### config.mk
export PLATFORM = sky130hd
export DESIGN_NAME = wkup_debounce_agg
export DESIGN_NICKNAME = d
export VERILOG_FILES = /design/src/rtl/wkup_pkg.sv /design/src/rtl/wkup_sync.sv /design/src/rtl/wkup_len_dec.sv /design/src/rtl/wkup_chan.sv /design/src/rtl/wkup_status.sv /design/src/rtl/wkup_debounce_agg.sv
export SDC_FILE = /design/constraint.sdc
export NUM_CORES = 1
export LEC_CHECK = 0
export ABC_AREA = 0
export BUFFER_PORTS_ARGS = -buffer_cell sky130_fd_sc_hd__buf_2
export CORE_UTILIZATION = 45
export DETAILED_ROUTE_END_ITERATION = 8
export GPL_ROUTABILITY_DRIVEN = 0
export HOLD_SLACK_MARGIN = 0.1
export PLACE_DENSITY = 0.61
export SETUP_SLACK_MARGIN = 0.15
export SLEW_MARGIN = 25
export SYNTH_ARGS = -nofsm -noshare
export SYNTH_HDL_FRONTEND = slang
export SYNTH_HIERARCHICAL = 1
export SYNTH_SLANG_ARGS = --single-unit
### constraint.sdc
create_clock -name clk -period 8.2 [get_ports clk]
set_input_delay 0.41 -clock clk [delete_from_list [all_inputs] [get_ports clk]]
set_output_delay 0.41 -clock clk [all_outputs]
set_load 0.01 [all_outputs]
### src/rtl/wkup_pkg.sv
`timescale 1ns/1ps
package wkup_pkg;

    localparam int unsigned DBC_CODE_W = 3;

    // shared debounce length selector; 6 and 7 are reserved
    typedef enum logic [DBC_CODE_W-1:0] {
        DB_IMM  = 3'd0,
        DB_L1   = 3'd1,
        DB_L2   = 3'd2,
        DB_L3   = 3'd3,
        DB_L4   = 3'd4,
        DB_L5   = 3'd5,
        DB_RSV6 = 3'd6,
        DB_RSV7 = 3'd7
    } dbc_code_e;

endpackage

### src/rtl/wkup_sync.sv
`timescale 1ns/1ps
module wkup_sync #(
    parameter int unsigned W = 14
) (
    input  logic         clk,
    input  logic         rst_n,
    input  logic [W-1:0] async_i,
    output logic [W-1:0] sync_o
);

    typedef struct packed {
        logic [W-1:0] s1;
        logic [W-1:0] s2;
    } sync_t;

    sync_t d, q;

    always_comb begin
        d    = q;
        d.s1 = async_i;
        d.s2 = q.s1;
    end

    always_ff @(posedge clk or negedge rst_n) begin
        if (!rst_n) q <= '0;
        else        q <= d;
    end

    assign sync_o = q.s2;

endmodule

### src/rtl/wkup_len_dec.sv
`timescale 1ns/1ps
module wkup_len_dec
    import wkup_pkg::*;
#(
    parameter int unsigned CNT_W = 16,
    parameter int unsigned LEN1  = 3,
    parameter int unsigned LEN2  = 32,
    parameter int unsigned LEN3  = 512,
    parameter int unsigned LEN4  = 4096,
    parameter int unsigned LEN5  = 32768
) (
    input  logic [DBC_CODE_W-1:0] code_i,
    output logic [CNT_W-1:0]      lim_o
);

    // lim_o is the hold length minus one: the count value at which
    // the final active sample is seen
    always_comb begin
        case (dbc_code_e'(code_i))
            DB_L1:   lim_o = CNT_W'(LEN1 - 1);
            DB_L2:   lim_o = CNT_W'(LEN2 - 1);
            DB_L3:   lim_o = CNT_W'(LEN3 - 1);
            DB_L4:   lim_o = CNT_W'(LEN4 - 1);
            DB_L5:   lim_o = CNT_W'(LEN5 - 1);
            default: lim_o = '0;
        endcase
    end

endmodule

### src/rtl/wkup_chan.sv
`timescale 1ns/1ps
module wkup_chan #(
    parameter int unsigned CNT_W = 16
) (
    input  logic             clk,
    input  logic             rst_n,
    input  logic             lvl_i,
    input  logic             pol_i,
    input  logic             en_i,
    input  logic [CNT_W-1:0] lim_i,
    output logic             trig_o,
    output logic             act_o
);

    typedef struct packed {
        logic             armed;
        logic [CNT_W-1:0] cnt;
    } chan_t;

    chan_t d, q;
    logic  active;

    assign active = (lvl_i == pol_i);
    assign act_o  = en_i & active;
    assign trig_o = en_i & q.armed & active & (q.cnt >= lim_i);

    always_comb begin
        d = q;
        // arming tracks the level even while disabled
        if (!active)     d.armed = 1'b1;
        else if (trig_o) d.armed = 1'b0;

        if (!en_i || !active || !q.armed || trig_o) d.cnt = '0;
        else                                        d.cnt = q.cnt + 1'b1;
    end

    always_ff @(posedge clk or negedge rst_n) begin
        if (!rst_n) q <= '0;
        else        q <= d;
    end


    rearm_chk: assert property (@(posedge clk) disable iff (!rst_n)
        trig_o |=> !trig_o);


    cnt_restart_chk: assert property (@(posedge clk) disable iff (!rst_n)
        !active |=> (q.cnt == '0));


    dis_idle_chk: assert property (@(posedge clk) disable iff (!rst_n)
        !en_i |=> (q.cnt == '0));

endmodule

### src/rtl/wkup_status.sv
`timescale 1ns/1ps
module wkup_status #(
    parameter int unsigned N = 14
) (
    input  logic         clk,
    input  logic         rst_n,
    input  logic [N-1:0] trig_i,
    input  logic [N-1:0] act_i,
    input  logic         rd_i,
    output logic         req_o,
    output logic         flag_o,
    output logic [N-1:0] snap_o
);

    typedef struct packed {
        logic         req;
        logic         flag;
        logic [N-1:0] snap;
    } stat_t;

    stat_t d, q;
    logic  any_trig;

    assign any_trig = |trig_i;

    always_comb begin
        d      = q;
        d.req  = any_trig;
        // a new wake on the read edge takes precedence
        d.flag = any_trig | (q.flag & ~rd_i);
        d.snap = (rd_i ? '0 : q.snap) | (any_trig ? act_i : '0);
    end

    always_ff @(posedge clk or negedge rst_n) begin
        if (!rst_n) q <= '0;
        else        q <= d;
    end

    assign req_o  = q.req;
    assign flag_o = q.flag;
    assign snap_o = q.snap;


    flag_set_chk: assert property (@(posedge clk) disable iff (!rst_n)
        any_trig |=> q.flag);


    rd_clear_chk: assert property (@(posedge clk) disable iff (!rst_n)
        (rd_i && !any_trig) |=> (!q.flag && q.snap == '0));


    snap_keep_chk: assert property (@(posedge clk) disable iff (!rst_n)
        !rd_i |=> ((q.snap & $past(q.snap)) == $past(q.snap)));

endmodule

### src/rtl/wkup_debounce_agg.sv
`timescale 1ns/1ps
module wkup_debounce_agg
    import wkup_pkg::*;
#(
    parameter int unsigned NUM_IN = 14,
    parameter int unsigned LEN1   = 3,
    parameter int unsigned LEN2   = 32,
    parameter int unsigned LEN3   = 512,
    parameter int unsigned LEN4   = 4096,
    parameter int unsigned LEN5   = 32768
) (
    input  logic                  clk,
    input  logic                  rst_n,
    input  logic [NUM_IN-1:0]     wk_pin_i,
    input  logic [NUM_IN-1:0]     wk_en_i,
    input  logic [NUM_IN-1:0]     wk_pol_i,
    input  logic [DBC_CODE_W-1:0] dbc_code_i,
    input  logic                  stat_rd_i,
    output logic                  wake_req_o,
    output logic                  wake_flag_o,
    output logic [NUM_IN-1:0]     wake_snap_o
);

    localparam int unsigned CNT_W = $clog2(LEN5 + 1);

    logic [NUM_IN-1:0] lvl_sync;
    logic [NUM_IN-1:0] trig_vec;
    logic [NUM_IN-1:0] act_vec;
    logic [CNT_W-1:0]  lim;

    wkup_sync #(.W(NUM_IN)) u_sync (
        .clk     (clk),
        .rst_n   (rst_n),
        .async_i (wk_pin_i),
        .sync_o  (lvl_sync)
    );

    wkup_len_dec #(
        .CNT_W (CNT_W),
        .LEN1  (LEN1),
        .LEN2  (LEN2),
        .LEN3  (LEN3),
        .LEN4  (LEN4),
        .LEN5  (LEN5)
    ) u_len (
        .code_i (dbc_code_i),
        .lim_o  (lim)
    );

    for (genvar i = 0; i < NUM_IN; i++) begin : g_chan
        wkup_chan #(.CNT_W(CNT_W)) u_chan (
            .clk    (clk),
            .rst_n  (rst_n),
            .lvl_i  (lvl_sync[i]),
            .pol_i  (wk_pol_i[i]),
            .en_i   (wk_en_i[i]),
            .lim_i  (lim),
            .trig_o (trig_vec[i]),
            .act_o  (act_vec[i])
        );
    end

    wkup_status #(.N(NUM_IN)) u_stat (
        .clk    (clk),
        .rst_n  (rst_n),
        .trig_i (trig_vec),
        .act_i  (act_vec),
        .rd_i   (stat_rd_i),
        .req_o  (wake_req_o),
        .flag_o (wake_flag_o),
        .snap_o (wake_snap_o)
    );


    req_flag_chk: assert property (@(posedge clk) disable iff (!rst_n)
        wake_req_o |-> wake_flag_o);


    all_off_chk: assert property (@(posedge clk) disable iff (!rst_n)
        (wk_en_i == '0) |=> !wake_req_o);

endmodule

Yosys cells after proc, flatten, opt, wreduce, memory -nomap -nowiden
Cells that the tools add are included.
- bits in latches: 0
- memory bits (read-only): 0
- memories: 0
- output and inout bits: 16
- memory bits (writable): 0
- register bits after elaboration: 282
- word-level logic and storage cells: 284
- input port bits: 48
- magnitude comparators: 14
- bitwise gates (word level): 60
- multiplexer cells: 45
- add/sub/neg operators: 14
- reductions and logical operators: 85
- $mul: 0
- equality and inequality tests: 33
- shifts and indexed selects: 0
- divide/modulo/power cells: 0
- operators with widths (kind ; count):
    $add 16x1->16 const B ; 14
    $ge 16x15->1 ; 14
    $mux 16 ; 14
    $pmux 15 s5 ; 1
    $and 1x1->1 ; 57
    $logic_not 1->1 ; 42
    $logic_or 1x1->1 ; 42
    $mux 1 ; 28
    $mux 14 ; 2
    $ne 2x1->1 const B ; 14
    $eq 1x1->1 ; 14
    $or 14x14->14 ; 1
    $reduce_or 14->1 ; 1
    $eq 3x2->1 const B ; 2
    $eq 3x3->1 const B ; 2
    $eq 3x1->1 const B ; 1
    $not 1->1 ; 1
    $or 1x1->1 ; 1

Logic depth before layout (Yosys ltp)
- word-level depth: 7
- mapped depth: 14
- gate-level depth less buffers: 12

Modules after synthesis
Netlist, hierarchy kept.
- by module, submodules not included (module ; sequential area each (um^2) ; instances ; area each (um^2) ; cells an instance):
    wkup_chan ; 425.4 ; 14 ; 1201.2 ; 135
    wkup_sync ; 700.7 ; 1 ; 700.7 ; 28
    wkup_status ; 400.4 ; 1 ; 584.3 ; 39
    wkup_len_dec ; 0.0 ; 1 ; 136.4 ; 19

Worst setup path before layout
Ideal clock, no wire load.
- path type: input-to-reg
- from: input dbc_code_i[2]
- to: register u_stat.q, in the netlist u_stat/snap_o[10]
- slack: 4.490 ns
- library setup time: 0.121 ns
- buffers on the path: 2
- data required time: 8.079 ns
- arrival: 3.589 ns
- cell stages on the path: 14
- cells stage by stage: nor2b_4 -> and2_1 -> buf_4 -> inv_1 -> ha_1 -> a21o_1 -> a21o_1 -> a2111o_1 -> a211oi_1 -> nor2_1 -> nor4_1 -> nand4_2 -> buf_6 -> a22o_1
- RTL lines (what ; RTL line ; source):
    start, declared ; wkup_debounce_agg.sv:17 ; input logic [DBC_CODE_W-1:0] dbc_code_i,
    end signal, assigned ; wkup_status.sv:35 ; if (!rst_n) q <= '0;
    end signal, assigned ; wkup_status.sv:36 ; else q <= d;
    end, declared ; wkup_status.sv:21 ; stat_t d, q;

==> impl_metrics.json <==
{
  "max-cap-violations": 0,
  "leakage_nw": 9.99,
  "drt_drc_violations_left": 0,
  "synthTopCellsByArea": "dfrtp_1, ha_1, inv_1",
  "post-dp-hpwl_um": 27800,
  "r2r-end": "u_stat/snap_o[11]",
  "p_per_area_nw_per_um2": 165,
  "grt_pass1_vias": 13700,
  "setup_viol": 0,
  "setup-tns-final_ns": 0,
  "mappedNetlistArea_um2": 18200,
  "start_kind": "primary input",
  "crit_type": "in -> reg",
  "rsz0062_at_grt": "false",
  "grt_usage_pct": 20.1,
  "drt_first_iter_violations": 540,
  "hp-class": "in -> reg",
  "drtAntennaViolNets": 0,
  "yosysTopAreaCell": "dfrtp_1",
  "htreeDepth": 2,
  "status": "finished, final reports clean",
  "initial_utilization_pct": 45.8,
  "min_delay_path_depth": 4,
  "grt-ovfl-total": 0,
  "finClkSkew_ns": 0.0167,
  "core_um2": 39800,
  "grt_max_degree": 89,
  "clkSinkCount": 282,
  "post-route-period-util_pct": 61.6,
  "synth_nets": 2262,
  "dieWidth_um": 203,
  "period_needed_ns": 5.05,
  "required_ns": 8.60,
  "reg2reg_depth": 10,
  "final_nets": 2343,
  "die-area_um2": 41300,
  "synth_cell_types": 33,
  "grt_antenna_before_repair": 1,
  "min_from": "wk_en_i[9]",
  "port-buffer-count": 63,
  "dr.pass1.iters": 4,
  "cp-end-kind": "register",
  "cts.path.max_buffers": 3,
  "ys_warn_count": 6,
  "die_h_um": 203,
  "rows": 73,
  "routed_wirelength_um": 39300,
  "diodes": 0,
  "drive_gt1_share_pct": 6.25,
  "worst_pin_slew_ns": 0.959,
  "seq_area_frac_synth_pct": 38.7,
  "vdd_drop_max_uv": 141,
  "post_cts_buffers": 0,
  "cts_tree": "yes",
  "synthCells": 1976,
  "ys_ff_latch": 282,
  "syn_to_final_growth_pct": 11.0,
  "r2r_slack_ns": 4.52,
  "final_cell_mix": "inv_1, nor2_1, dfrtp_1, ha_1, xnor2_1",
  "slew_viol_final": 0,
  "wire_per_inst_um": 15.1,
  "synth.top_cell.area_share_pct": 38.7,
  "cts_root_buffer": "clkbuf_16",
  "vias": 13600,
  "cts_buffers": 35,
  "clk_pin_slew_ns": 0.06,
  "grt_pass1_wl_um": 67500,
  "syn_avg_cell_area_um2": 9.23,
  "timing.hold.ws_ns": 0.210,
  "hold_end": "u_stat/snap_o[9]",
  "hold_violations": 0,
  "r2r-start": "g_chan[8].u_chan/q[0]",
  "fmax_mhz": 198,
  "vias_per_cell": 5.22,
  "ios": 64,
  "path_max_fanout": 44,
  "max_slew_margin_pct": 36.1,
  "clock_latency_ns": 0.54,
  "cp.arrival_ns": 5.45
}
[logic make-up after synthesis]
kind of cell | count (synthesis) | share of synthesized area, %
adder cells (fa/ha/maj) | 238 | 16.3
flip-flops | 282 | 38.7
AND/OR/NAND/NOR | 709 | 18.9
XOR/XNOR | 211 | 10.1
AO/OA/AOI/OAI | 199 | 7.60
buffers and inverters | 336 | 8.34
other | 1 | 0.0206
[cell type report]
cell class	instances	area [µm²]
clock buffer	49	1040
fill	3713	19600
clock inverter	10	153
tap	525	657
timing repair buffer	85	528
sequential	282	7060
inverter	295	1110
multi-input combinational	1358	9700
[what timing repair did]
action	4_1_cts	5_1_grt
resized for setup	0	0
hold endpoints to repair	99	0
hold buffers	15	0
[report_power, final]
group          internal, W  switching [W]
combinational     0.000107       0.000203
sequential         0.00141      0.0000121
clock              0.00101       0.000596
[per-stage QoR]
stage | utilization, % | power [W] | setup WS (ns) | cell area (µm²) | instances
4_1_cts | 50.8 | 0.00339 | 3.14 | 20200 | 2604
5_1_grt | 50.8 | 0.00350 | 2.79 | 20200 | 2604
6_report | 50.8 | 0.00333 | 3.15 | 20200 | 2604
2_1_floorplan | - | 0.00166 | 4.49 | 18200 | 1976
3_3_place_gp | 47.4 | 0.00174 | 2.66 | 18900 | 2530
3_5_place_dp | 47.4 | 0.00175 | 2.56 | 18900 | 2530
[critical path: stages]
cell and delay [ns]:
buf_2 0.20, nor2b_4 0.17, buf_4 0.47, and2_2 0.89, inv_1 0.12, ha_1 0.34, a21o_1 0.18, a21o_1 0.17
a2111o_1 0.41, a211oi_1 0.28, nor2_1 0.09, nor4_1 0.62, nand4_2 0.66, a22o_1 0.41
[state kept, by name, indices dropped and copies added (netlist names)]
name,flops
g_chan.u_chan/q,238
u_stat/flag_o,1
u_stat/req_o,1
u_stat/snap_o,14
u_sync/d,14
u_sync/sync_o,14
[cells in the mapped netlist]
cell / count
a2bb2oi_1: 14
xnor2_1: 112
dfrtp_1: 282
a21oi_1: 71
nand3_1: 98
nor3_1: 57
o21ai_0: 14
a211oi_1: 14
buf_6: 29
a22o_1: 14
nand4_1: 70
xor2_1: 99
and2_1: 1
o21a_1: 14
and4_1: 28
conb_1: 1
nand4_2: 1
nor2_1: 295
ha_1: 238
nor4b_1: 14
a21o_1: 29
inv_1: 295
and3_1: 28
nand2_1: 85
nor4_1: 3
o21bai_1: 1
nand2b_1: 14
a2111o_1: 14
a2111oi_0: 14
buf_4: 11
or3b_1: 14
nor2b_4: 1
buf_1: 1
[routing by layer]
layer  global-route usage, %  wire length [µm]
met1                    27.2             19000
met2                    32.9             18000
met3                    3.32              1300
met4                    5.80               933
met5                       0                13
[worst max-delay path by stage]
stage | startpoint | endpoint | slack, ns | cells after the start
6_report | dbc_code_i[2] | u_stat/snap_o[11] | 3.15 | 14
5_1_grt | dbc_code_i[2] | u_stat/snap_o[10] | 2.79 | 14
4_1_cts | dbc_code_i[2] | u_stat/snap_o[11] | 3.14 | 14
3_5_place_dp | dbc_code_i[2] | u_stat/snap_o[5] | 2.56 | 14
3_3_place_gp | dbc_code_i[2] | u_stat/snap_o[11] | 2.66 | 14
2_1_floorplan | dbc_code_i[2] | u_stat/snap_o[10] | 4.49 | 14
Note: power is estimated with default switching activity, not from simulation.
